## src/rtl/i2s_clk_pkg.sv

```systemverilog
package i2s_clk_pkg;

  parameter int unsigned CFG_DIV_W = 8;

  typedef enum logic {
    SLOT_16 = 1'b0,
    SLOT_32 = 1'b1
  } slot_e;

  typedef struct packed {
    logic [CFG_DIV_W-1:0] div;
    logic                 odd;
    logic                 mck_en;
    slot_e                slot;
  } clk_cfg_t;

endpackage

```

## src/rtl/i2s_cfg_hold.sv

```systemverilog
module i2s_cfg_hold
  import i2s_clk_pkg::*;
(
  input  logic     clk_i,
  input  logic     rst_ni,
  input  logic     en_i,
  input  clk_cfg_t cfg_i,
  output clk_cfg_t cfg_o
);

  clk_cfg_t cfg_d, cfg_q;

  always_comb begin
    cfg_d = cfg_q;
    if (!en_i) cfg_d = cfg_i;
  end

  always_ff @(posedge clk_i or negedge rst_ni) begin
    if (!rst_ni) cfg_q <= '0;
    else         cfg_q <= cfg_d;
  end

  assign cfg_o = cfg_q;


  cfg_frozen_chk: assert property (@(posedge clk_i) disable iff (!rst_ni)
    (en_i && $past(en_i)) |-> $stable(cfg_q));

endmodule

```

## src/rtl/i2s_lin_div.sv

```systemverilog
module i2s_lin_div #(
  parameter int unsigned DIV_W = i2s_clk_pkg::CFG_DIV_W
) (
  input  logic             clk_i,
  input  logic             rst_ni,
  input  logic             run_i,
  input  logic [DIV_W-1:0] div_i,
  input  logic             odd_i,
  output logic             dclk_o,
  output logic             rise_o,
  output logic             fall_o
);

  localparam int unsigned CNT_W = DIV_W + 1;

  logic             bad_div;
  logic [CNT_W-1:0] ratio, hi_len, last;
  logic [CNT_W-1:0] cnt_d, cnt_q;
  logic             dclk_d, dclk_q;

  always_comb begin
    bad_div = (div_i < DIV_W'(2));
    ratio   = bad_div ? CNT_W'(2) : {div_i, odd_i};
    hi_len  = bad_div ? CNT_W'(1) : (CNT_W'(div_i) + CNT_W'(odd_i));
    last    = ratio - CNT_W'(1);
  end

  always_comb begin
    cnt_d  = '0;
    dclk_d = 1'b0;
    if (run_i) begin
      cnt_d  = (cnt_q == last) ? '0 : cnt_q + CNT_W'(1);
      dclk_d = (cnt_q < hi_len);
    end
  end

  always_ff @(posedge clk_i or negedge rst_ni) begin
    if (!rst_ni) begin
      cnt_q  <= '0;
      dclk_q <= 1'b0;
    end else begin
      cnt_q  <= cnt_d;
      dclk_q <= dclk_d;
    end
  end

  assign dclk_o = dclk_q;
  assign rise_o = run_i && (cnt_q == '0);
  assign fall_o = run_i && (cnt_q == hi_len);


  div_cnt_range_chk: assert property (@(posedge clk_i) disable iff (!rst_ni)
    cnt_q <= last);


  div_idle_low_chk: assert property (@(posedge clk_i) disable iff (!rst_ni)
    !run_i |=> (!dclk_q && cnt_q == '0));

endmodule

```

## src/rtl/i2s_bck_gen.sv

```systemverilog
module i2s_bck_gen #(
  parameter int unsigned MCK_DIV_NARROW = 8,
  parameter int unsigned MCK_DIV_WIDE   = 4
) (
  input  logic clk_i,
  input  logic rst_ni,
  input  logic run_i,
  input  logic mck_en_i,
  input  logic wide_i,
  input  logic dclk_i,
  input  logic drise_i,
  input  logic dfall_i,
  output logic mck_o,
  output logic bck_o,
  output logic bck_fall_o
);

  localparam int unsigned SUB_W = $clog2(MCK_DIV_NARROW);

  logic [SUB_W-1:0] sub_last, sub_half;
  logic [SUB_W-1:0] sub_d, sub_q;
  logic             sbck_d, sbck_q;
  logic             sub_tick;

  always_comb begin
    sub_last = wide_i ? SUB_W'(MCK_DIV_WIDE - 1)   : SUB_W'(MCK_DIV_NARROW - 1);
    sub_half = wide_i ? SUB_W'(MCK_DIV_WIDE / 2)   : SUB_W'(MCK_DIV_NARROW / 2);
    sub_tick = run_i && mck_en_i && drise_i;
  end

  always_comb begin
    sub_d  = sub_q;
    sbck_d = sbck_q;
    if (!run_i) begin
      sub_d  = '0;
      sbck_d = 1'b0;
    end else if (sub_tick) begin
      sub_d  = (sub_q == sub_last) ? '0 : sub_q + SUB_W'(1);
      sbck_d = (sub_q < sub_half);
    end
  end

  always_ff @(posedge clk_i or negedge rst_ni) begin
    if (!rst_ni) begin
      sub_q  <= '0;
      sbck_q <= 1'b0;
    end else begin
      sub_q  <= sub_d;
      sbck_q <= sbck_d;
    end
  end

  assign mck_o      = mck_en_i & dclk_i;
  assign bck_o      = mck_en_i ? sbck_q : dclk_i;
  assign bck_fall_o = mck_en_i ? (sub_tick && (sub_q == sub_half)) : dfall_i;


  sub_bck_on_mck_rise_chk: assert property (@(posedge clk_i) disable iff (!rst_ni)
    (mck_en_i && run_i && $past(run_i) && !$stable(sbck_q)) |-> $past(drise_i));

endmodule

```

## src/rtl/i2s_ws_gen.sv

```systemverilog
module i2s_ws_gen #(
  parameter int unsigned SLOT_NARROW = 16,
  parameter int unsigned SLOT_WIDE   = 32
) (
  input  logic clk_i,
  input  logic rst_ni,
  input  logic run_i,
  input  logic wide_i,
  input  logic bck_fall_i,
  output logic ws_o,
  output logic frm_o
);

  localparam int unsigned BIT_W = $clog2(SLOT_WIDE);

  logic [BIT_W-1:0] bit_last;
  logic [BIT_W-1:0] bit_d, bit_q;
  logic             ws_d, ws_q;
  logic             frm_d, frm_q;
  logic             slot_end;

  always_comb begin
    bit_last = wide_i ? BIT_W'(SLOT_WIDE - 1) : BIT_W'(SLOT_NARROW - 1);
    slot_end = bck_fall_i && (bit_q == bit_last);
  end

  always_comb begin
    bit_d = bit_q;
    ws_d  = ws_q;
    frm_d = 1'b0;
    if (!run_i) begin
      bit_d = '0;
      ws_d  = 1'b0;
    end else if (bck_fall_i) begin
      if (slot_end) begin
        bit_d = '0;
        ws_d  = ~ws_q;
        frm_d = ws_q;
      end else begin
        bit_d = bit_q + BIT_W'(1);
      end
    end
  end

  always_ff @(posedge clk_i or negedge rst_ni) begin
    if (!rst_ni) begin
      bit_q <= '0;
      ws_q  <= 1'b0;
      frm_q <= 1'b0;
    end else begin
      bit_q <= bit_d;
      ws_q  <= ws_d;
      frm_q <= frm_d;
    end
  end

  assign ws_o  = ws_q;
  assign frm_o = frm_q;


  ws_on_bck_fall_chk: assert property (@(posedge clk_i) disable iff (!rst_ni)
    (run_i && $past(run_i) && !$stable(ws_q)) |-> $past(bck_fall_i));


  frm_left_chk: assert property (@(posedge clk_i) disable iff (!rst_ni)
    frm_q |-> !ws_q);


  frm_single_chk: assert property (@(posedge clk_i) disable iff (!rst_ni)
    frm_q |=> !frm_q);

endmodule

```

## src/rtl/i2s_clkgen.sv

```systemverilog
module i2s_clkgen
  import i2s_clk_pkg::*;
(
  input  logic                 clk_i,
  input  logic                 rst_ni,
  input  logic                 en_i,
  input  logic [CFG_DIV_W-1:0] div_i,
  input  logic                 odd_i,
  input  logic                 mck_en_i,
  input  logic                 wide_i,
  output logic                 mck_o,
  output logic                 bck_o,
  output logic                 ws_o,
  output logic                 frm_o
);

  clk_cfg_t cfg_in, cfg;
  logic     dclk, drise, dfall, bck_fall, wide;

  always_comb begin
    cfg_in.div    = div_i;
    cfg_in.odd    = odd_i;
    cfg_in.mck_en = mck_en_i;
    cfg_in.slot   = wide_i ? SLOT_32 : SLOT_16;
  end

  i2s_cfg_hold u_cfg (
    .clk_i  (clk_i),
    .rst_ni (rst_ni),
    .en_i   (en_i),
    .cfg_i  (cfg_in),
    .cfg_o  (cfg)
  );

  assign wide = (cfg.slot == SLOT_32);

  i2s_lin_div #(.DIV_W(CFG_DIV_W)) u_div (
    .clk_i  (clk_i),
    .rst_ni (rst_ni),
    .run_i  (en_i),
    .div_i  (cfg.div),
    .odd_i  (cfg.odd),
    .dclk_o (dclk),
    .rise_o (drise),
    .fall_o (dfall)
  );

  i2s_bck_gen u_bck (
    .clk_i      (clk_i),
    .rst_ni     (rst_ni),
    .run_i      (en_i),
    .mck_en_i   (cfg.mck_en),
    .wide_i     (wide),
    .dclk_i     (dclk),
    .drise_i    (drise),
    .dfall_i    (dfall),
    .mck_o      (mck_o),
    .bck_o      (bck_o),
    .bck_fall_o (bck_fall)
  );

  i2s_ws_gen u_ws (
    .clk_i      (clk_i),
    .rst_ni     (rst_ni),
    .run_i      (en_i),
    .wide_i     (wide),
    .bck_fall_i (bck_fall),
    .ws_o       (ws_o),
    .frm_o      (frm_o)
  );

endmodule

```

## config.mk

```make
export PLATFORM = sky130hd
export DESIGN_NAME = i2s_clkgen
export DESIGN_NICKNAME = d
export VERILOG_FILES = /design/src/rtl/i2s_clk_pkg.sv /design/src/rtl/i2s_cfg_hold.sv /design/src/rtl/i2s_lin_div.sv /design/src/rtl/i2s_bck_gen.sv /design/src/rtl/i2s_ws_gen.sv /design/src/rtl/i2s_clkgen.sv
export SDC_FILE = /design/constraint.sdc
export NUM_CORES = 1
export LEC_CHECK = 0
export BUFFER_PORTS_ARGS = -buffer_cell sky130_fd_sc_hd__buf_2
export CORE_MARGIN = 3
export CORE_UTILIZATION = 55
export DETAILED_ROUTE_END_ITERATION = 12
export PLACE_DENSITY = 0.8
export SETUP_SLACK_MARGIN = 0.02
export SKIP_LAST_GASP = 1
export SYNTH_ARGS = -nofsm -noshare
export SYNTH_HDL_FRONTEND = slang
export SYNTH_SLANG_ARGS = --single-unit
```

## constraint.sdc

```tcl
create_clock -name clk_i -period 4.5 [get_ports clk_i]
set_input_delay 0.45 -clock clk_i [delete_from_list [all_inputs] [get_ports clk_i]]
set_output_delay 0.45 -clock clk_i [all_outputs]
set_load 0.01 [all_outputs]
```

==> key figures, run 1 <==
Logic synthesis
  • Number of flops mapped to enable cells by yosys: 0
  • Post-synth ARST share: 1.00
  • Seq/Total Area, Yosys: 0.374
  • Warnings from Yosys: 0
  • Syn Area/Cell: between 10 and 15 um2
  • Mapped Area: about 2100 um2
  • Synth Flop Type: dfrtp_1
  • Seq cells post-synth: 32
  • Synth cell types: 42
  • Post-Syn Instances: about 210
  • Syn nets: 240

GRT
  • Largest net degree at the start of global routing: 33
  • Total GRT Usage: 0.203
  • Total grt overflow: 0
  • First-pass GRT wire length: approximately 7000 um
  • Initial antenna violation count: 0
  • Vias in the first global route: between 1000 and 1500

Route
  • Post-detailed-route count of antenna-violating nets: 0
  • Vias/cell: ~5.6
  • First-pass iteration count of the detailed router: 4
  • DRC viols: 0
  • Initial DRC count: 64
  • Drt total wl: between 4000 and 5000 um
  • Vias: around 1500
  • Drt wl/cell: about 15 um

Clock tree
  • Root buffer cell: clkbuf_8
  • H-tree depth: 2
  • CTS clk-pin slew, worst paths: roughly 0.070 ns
  • Resized Gates After CTS: 0
  • Cts hold-fix bufs: 0
  • CTS Sinks: 32
  • Longest Clk Path Bufs: 2
  • Num CTS Buffers: 5
  • Worst-Skew Late Latency: 0.29 ns
  • Post-CTS setup buffer count: 0
  • TritonCTS clock tree: yes

Power and ir drop
  • Leakage: 1.05 nW
  • Pwr per Cell Area: between 300 and 400 nW/um2
  • Peak VDD IR: 0.000209 V

Run status
  • Outcome: finished, final reports clean

Timing
  • Clk_skew: approximately 0.006 ns
  • TNS Setup: 0 ns
  • Unrepaired setup endpoints after global routing: no
  • Number of setup violations in the final report: 0
  • Crit path time final: 3.55 ns
  • Pins Over Slew Limit: 0
  • Slew Limit Headroom: 0.530
  • Worst slew pin tran: between 0.7 and 0.8 ns
  • Fmax: ~280 MHz
  • Tcrit/Tclk final: 0.788
  • Final hold vios: 0

Worst setup path
  • Kind of critical path: reg -> reg
  • Worst endpoint required time: about 4.7 ns
  • Crit Path Max Fanout: 10
  • Worst setup EP type: flop
  • Worst path arrival time: around 3.7 ns
  • Worst setup SP type: flop

Final layout
  • Fillers: 324
  • Layout cells sized above 1: 0.196
  • Commonest non-fill, non-tap cells in the layout: 32 x dfrtp_1, 18 x ha_1, 17 x buf_2
  • N_diodes: 0
  • Final Instance Area: 2370 um2
  • Commonest non-fill, non-tap cell in the layout: dfrtp_1
  • Area growth syn-to-layout: 10.6%
  • Fin nets: between 200 and 300

Die
  • Core Rows: 22
  • IO Count: 18
  • Chip height: ~68 um
  • Die ar.: around 4700 um2
  • Core Area: between 3000 and 4000 um2
  • Die W: roughly 68 um
  • Starting Density: 0.577

Placed design
  • Dpl cell area: approximately 2200 um2
  • GPL Wtd Cong: about 0.78
  • Post-DP HPWL: 2960 um
  • IO buf count: 17

Hold path
  • Worst Hold Class: in -> async

Flow run
  • MaxCap Viol Count: 0
==> worst paths after layout <==
| check | startpoint | to | slack [ns] | depth (start not counted) |
|---|---|---|---|---|
| max | u_cfg.cfg_o[7]$_DFFE_PN0N_ | u_div.cnt_q[8]$_DFF_PN0_ | 0.95 | 9 |
| min | rst_ni | u_bck.sub_q[2]$_DFFE_PN0P_ | 0.20 | 1 |
| max reg2reg | u_cfg.cfg_o[7]$_DFFE_PN0N_ | u_div.cnt_q[8]$_DFF_PN0_ | 0.95 | 9 |
| min reg2reg | u_div.cnt_q[0]$_DFF_PN0_ | u_div.cnt_q[0]$_DFF_PN0_ | 0.52 | 1 |
| max in group asynchronous | rst_ni | u_cfg.cfg_o[3]$_DFFE_PN0N_ | 3.84 | 1 |
| min in group clk_i | mck_en_i | u_cfg.cfg_o[1]$_DFFE_PN0N_ | 0.39 | 2 |
==> state kept, by name, summed over array words and instances (netlist names) <==
signal and flops:
u_bck.sbck_q 1, u_ws.ws_o 1, u_div.dclk_o 1, u_bck.sub_q 3
u_cfg.cfg_o 11, u_ws.bit_q 5, u_div.cnt_q 9, u_ws.frm_o 1
==> through the flow <==
| step | cells | setup WS, ns | hold WS (ns) | power (mW) | utilization |
|---|---|---|---|---|---|
| 4_1_cts | 272 | 0.966 | 0.229 | 0.768 | 0.638 |
| 5_1_grt | 272 | 0.690 | 0.245 | 0.795 | 0.638 |
| 6_report | 272 | 0.954 | 0.201 | 0.761 | 0.638 |
| 3_5_place_dp | 264 | 1.03 | 0.503 | 0.462 | 0.604 |
| 2_1_floorplan | 208 | 1.31 | 0.154 | 0.429 | - |
| 3_3_place_gp | 264 | 1.12 | 0.479 | 0.456 | 0.604 |
==> cells in the mapped netlist, types with 2 or more instances <==
master / count / area share
a211o_1: 2 / 0.0082
a21boi_0: 4 / 0.014
a21oi_1: 3 / 0.0070
and2_1: 4 / 0.012
and3_1: 2 / 0.0058
buf_2: 3 / 0.0070
buf_4: 2 / 0.0070
clkbuf_1: 3 / 0.0053
dfrtp_1: 32 / 0.37
ha_1: 18 / 0.11
inv_1: 9 / 0.016
mux2_2: 12 / 0.063
mux2i_1: 2 / 0.0093
nand2_1: 13 / 0.023
nand3_1: 12 / 0.028
nand3b_1: 2 / 0.0070
nand4_1: 6 / 0.018
nand4b_1: 2 / 0.0082
nor2_1: 12 / 0.021
nor2b_1: 4 / 0.012
nor3_1: 3 / 0.0070
nor4_1: 2 / 0.0058
nor4bb_1: 2 / 0.0093
o21a_1: 3 / 0.011
o21ai_0: 4 / 0.0093
or4_1: 2 / 0.0070
xnor2_1: 15 / 0.061
xor2_1: 16 / 0.065
==> metal layers <==
layer / routed length [um] / share of wire / vias to the layer above / global-route usage
met4: 88 / 0.021 / 0 / 0.0819
met5: 0 / 0 / - / 0
li1: - / - / 764 / -
met3: 115 / 0.028 / 10 / 0.0394
met1: 1900 / 0.46 / 732 / 0.263
met2: 2040 / 0.49 / 25 / 0.330
==> worst max-delay path: stages, from the launching register on <==
cell and delay [ns]:
dfrtp_1 0.52, nor4_4 0.48, a21bo_2 0.23, ha_1 0.19
nor3b_1 0.52, nand2_1 0.14, xnor2_1 0.15, or4_4 0.52
o41ai_4 0.57, nor2_1 0.10
==> layout make-up <==
type                            count  area [um2]  area share
Inverter                            9        33.8      0.0143
Clock inverter                      1        30.0      0.0127
Sequential cell                    32         801       0.338
Tap cell                           48        60.1      0.0253
Multi-Input combinational cell    158        1260       0.533
Timing Repair Buffer               17        85.1      0.0359
Clock buffer                        7        96.3      0.0407
==> power by group <==
group | total, mW | internal (mW) | switching (mW)
registers | 0.333 | 0.302 | 0.0312
clock network | 0.304 | 0.195 | 0.109
logic | 0.124 | 0.0617 | 0.0621
==> cell families (layout without fill, tap and decap cells) <==
logic type               Yosys count  after routing  synth area share
XOR/XNOR                          31             31             0.127
flip-flops                        32             32             0.374
adder cells (fa/ha/maj)           18             18             0.105
buffers and inverters             18             34            0.0368
AO/OA/AOI/OAI                     23             23            0.0922
AND/OR/NAND/NOR                   72             72             0.193
multiplexers                      14             14            0.0724
Note: power is estimated with default switching activity, not from simulation.
==> run 2, diff against run 1 <==
- CORE_UTILIZATION: 55 -> 54
- PLACE_DENSITY: 0.8 -> 0.82
- clock period: 4.5 -> 3.1 ns (I/O delays scaled with it)
==> run 2 against run 1 <==
Sequential share of layout area fell by 1.3 points. Largest cell class unchanged. Critical path depth rose by 3. First-iteration DRC count rose by 13%. Register-to-register slack got worse by 0.76 ns. Worst setup slack got worse by 0.76 ns. Maximum frequency rose by 22%. Global-route usage fell by 1.4 points. Power rose by 48%.
==> key figures, run 2 (synthesized netlist as in run 1, its figures left out) <==
Worst setup path
  • Worst endpoint required time: 3.28 ns (was 4.65 ns)
  • Reg2reg path depth: 12 (was 9)
  • Worst path arrival time: 3.08 ns (was 3.70 ns)
  • R2r startpoint: u_cfg.cfg_o[3]$_DFFE_PN0N_ (was u_cfg.cfg_o[7]$_DFFE_PN0N_)
  • Worst setup EP type: flop (unchanged)
  • Kind of critical path: reg -> reg (unchanged)
  • Crit path launch: u_cfg.cfg_o[3]$_DFFE_PN0N_ (was u_cfg.cfg_o[7]$_DFFE_PN0N_)
  • Worst setup SP type: flop (unchanged)
  • Crit Path Max Fanout: 6 (was 10)

Power and ir drop
  • Leakage: 1.11 nW (was 1.05 nW)
  • Net Sw Frac: 0.264 (was 0.265)
  • Flop pwr share: 0.419 (was 0.438)
  • Sw power: 0.297 mW (was 0.202 mW)
  • Peak VDD IR: 0.000289 V (was 0.000209 V)
  • Pwr per Cell Area: 455 nW/um2 (was 321 nW/um2)
  • Power share of the combinational group: 0.189 (was 0.163)
  • Clock power share: 0.392 (was 0.399)
  • Internal power: 0.828 mW (was 0.559 mW)

Die
  • Core Area: 3740 um2 (was 3720 um2)
  • IO Count: 18 (unchanged)
  • Starting Density: 0.573 (was 0.577)
  • Core Rows: 22 (unchanged)
  • Die W: 69 um (was 68.4 um)
  • Die ar.: 4760 um2 (was 4680 um2)
  • Chip height: 69 um (was 68.4 um)

Placed design
  • GPL Wtd Cong: 0.844 (was 0.777)
  • Post-DP HPWL: 3240 um (was 2960 um)
  • Placed cell count: 275 (was 264)
  • IO buf count: 17 (unchanged)

Timing
  • Pins Over Slew Limit: 0 (unchanged)
  • Worst slew pin tran: 0.709 ns (was 0.705 ns)
  • Final hold vios: 0 (unchanged)
  • Fmax: 345 MHz (was 282 MHz)
  • Slew Limit Headroom: 0.528 (was 0.530)
  • Unrepaired setup endpoints after global routing: no (unchanged)
  • TNS Setup: 0 ns (unchanged)
  • Crit path time final: 2.90 ns (was 3.55 ns)
  • Clk_skew: 0.00611 ns (was 0.00583 ns)
  • Tcrit/Tclk final: 0.936 (was 0.788)
  • Number of setup violations in the final report: 0 (unchanged)

Final layout
  • Final Util: 0.661 (was 0.638)
  • N_diodes: 0 (unchanged)
  • Fillers: 306 (was 324)
  • Fin nets: 267 (was 255)
  • Commonest non-fill, non-tap cell in the layout: dfrtp_1 (unchanged)
  • Layout cells sized above 1: 0.254 (was 0.196)
  • Final std cells w/o fill: 284 (was 272)
  • Area growth syn-to-layout: 15.4% (was 10.6%)
  • Number of flip-flops in the largest register: 11 (unchanged)
  • Commonest non-fill, non-tap cells in the layout: 30 x dfrtp_1, 17 x ha_1, 17 x buf_2 (was 32 x dfrtp_1, 18 x ha_1, 17 x buf_2)

Clock tree
  • TritonCTS clock tree: yes (unchanged)
  • Worst-Skew Late Latency: 0.29 ns (about the same)
  • CTS Sinks: 32 (unchanged)
  • CTS clk-pin slew, worst paths: 0.07 ns (about the same)
  • Root buffer cell: clkbuf_8 (unchanged)
  • Num CTS Buffers: 5 (unchanged)
  • H-tree depth: 2 (unchanged)
  • Longest Clk Path Bufs: 2 (unchanged)

Flow run
  • MaxCap Viol Count: 0 (unchanged)

Hold path
  • Worst Hold Class: in -> async (unchanged)

Route
  • DRC viols: 0 (unchanged)
  • Drt wl/cell: 15.3 um (was 15.2 um)
  • Post-detailed-route count of antenna-violating nets: 0 (unchanged)
  • First-pass iteration count of the detailed router: 4 (unchanged)
  • Vias/cell: 5.59 (was 5.63)
  • Initial DRC count: 72 (was 64)
  • Drt total wl: 4360 um (was 4140 um)
  • Vias: 1587 (was 1531)

GRT
  • Total grt overflow: 0 (unchanged)
  • Total GRT Usage: 0.189 (was 0.203)
  • Vias in the first global route: 1565 (was 1435)
  • Largest net degree at the start of global routing: 33 (unchanged)
  • First-pass GRT wire length: 7270 um (was 6910 um)
  • Initial antenna violation count: 0 (unchanged)

Run status
  • Outcome: finished, final reports clean (unchanged)
-- run 2: changes by cell type in the layout (fill, tap and decap cells not counted), sizes merged --
cell / before / now
buf: 17 / 29
-- run 2: repair_timing --
| item | CTS | global route |
|---|---|---|
| buffers inserted | 0 | 1 |
| gates resized for setup | 0 | 4 |
| hold buffers | 0 | 0 |
| endpoints found under the setup margin | 0 | 11 |
-- run 2: per-layer routing --
metal	share of wire	vias up	wire length, um	GRT usage
li1	-	785	-	-
met1	0.46	763	2010	0.247
met2	0.49	29	2130	0.305
met3	0.031	10	134	0.0423
met4	0.019	0	82	0.0716
met5	0	-	0	0
-- run 2: critical path: stages, from the launching register on --
cell and delay [ns]:
dfrtp_1 0.45, ha_2 0.26, ha_1 0.23, nand4_1 0.13, xor2_1 0.17, ha_1 0.30, nand4_1 0.11, or4_1 0.52
o21ai_1 0.12, buf_4 0.18, nand2_1 0.07, xnor2_1 0.12, and2_1 0.15
-- run 2: worst paths after layout --
kind / end / slack (ns)
max: u_ws.bit_q[2]$_DFFE_PN0P_ / 0.20
min: u_cfg.cfg_o[0]$_DFFE_PN0N_ / 0.07
max reg2reg: u_ws.bit_q[2]$_DFFE_PN0P_ / 0.20
min reg2reg: u_div.cnt_q[0]$_DFF_PN0_ / 0.49
max in group asynchronous: u_cfg.cfg_o[8]$_DFFE_PN0N_ / 2.54
min in group clk_i: u_cfg.cfg_o[2]$_DFFE_PN0N_ / 0.25
-- run 2: through the flow --
stage / instance area [um2] / setup WS, ns / hold WS, ns / power, mW
finish: 2470 / 0.199 / 0.0713 / 1.13
global route: 2470 / 0.0104 / 0.116 / 1.18
CTS: 2460 / 0.166 / 0.0884 / 1.13
detailed placement: 2330 / 0.204 / 0.399 / 0.689
global placement: 2330 / 0.238 / 0.394 / 0.679
floorplan: 2150 / 0.0800 / 0.0144 / 0.623
-- run 2: power groups by stage --
stage	logic, mW	registers (mW)	clock network [mW]
floorplan	0.158	0.464	0
global placement	0.202	0.478	0
detailed placement	0.210	0.479	0
CTS	0.212	0.471	0.447
global route	0.235	0.475	0.469
finish	0.213	0.472	0.441
-- run 2: area by class of cell --
cell class              instances  area (um2)  share of cell area
multi-input cells             158        1270               0.514
inverters                       9        33.8              0.0137
flip-flops and latches         32         803               0.325
clock inverters                 1        30.0              0.0121
well taps                      48        60.1              0.0243
repair buffers                 29         179              0.0723
clock buffers                   7        96.3              0.0389
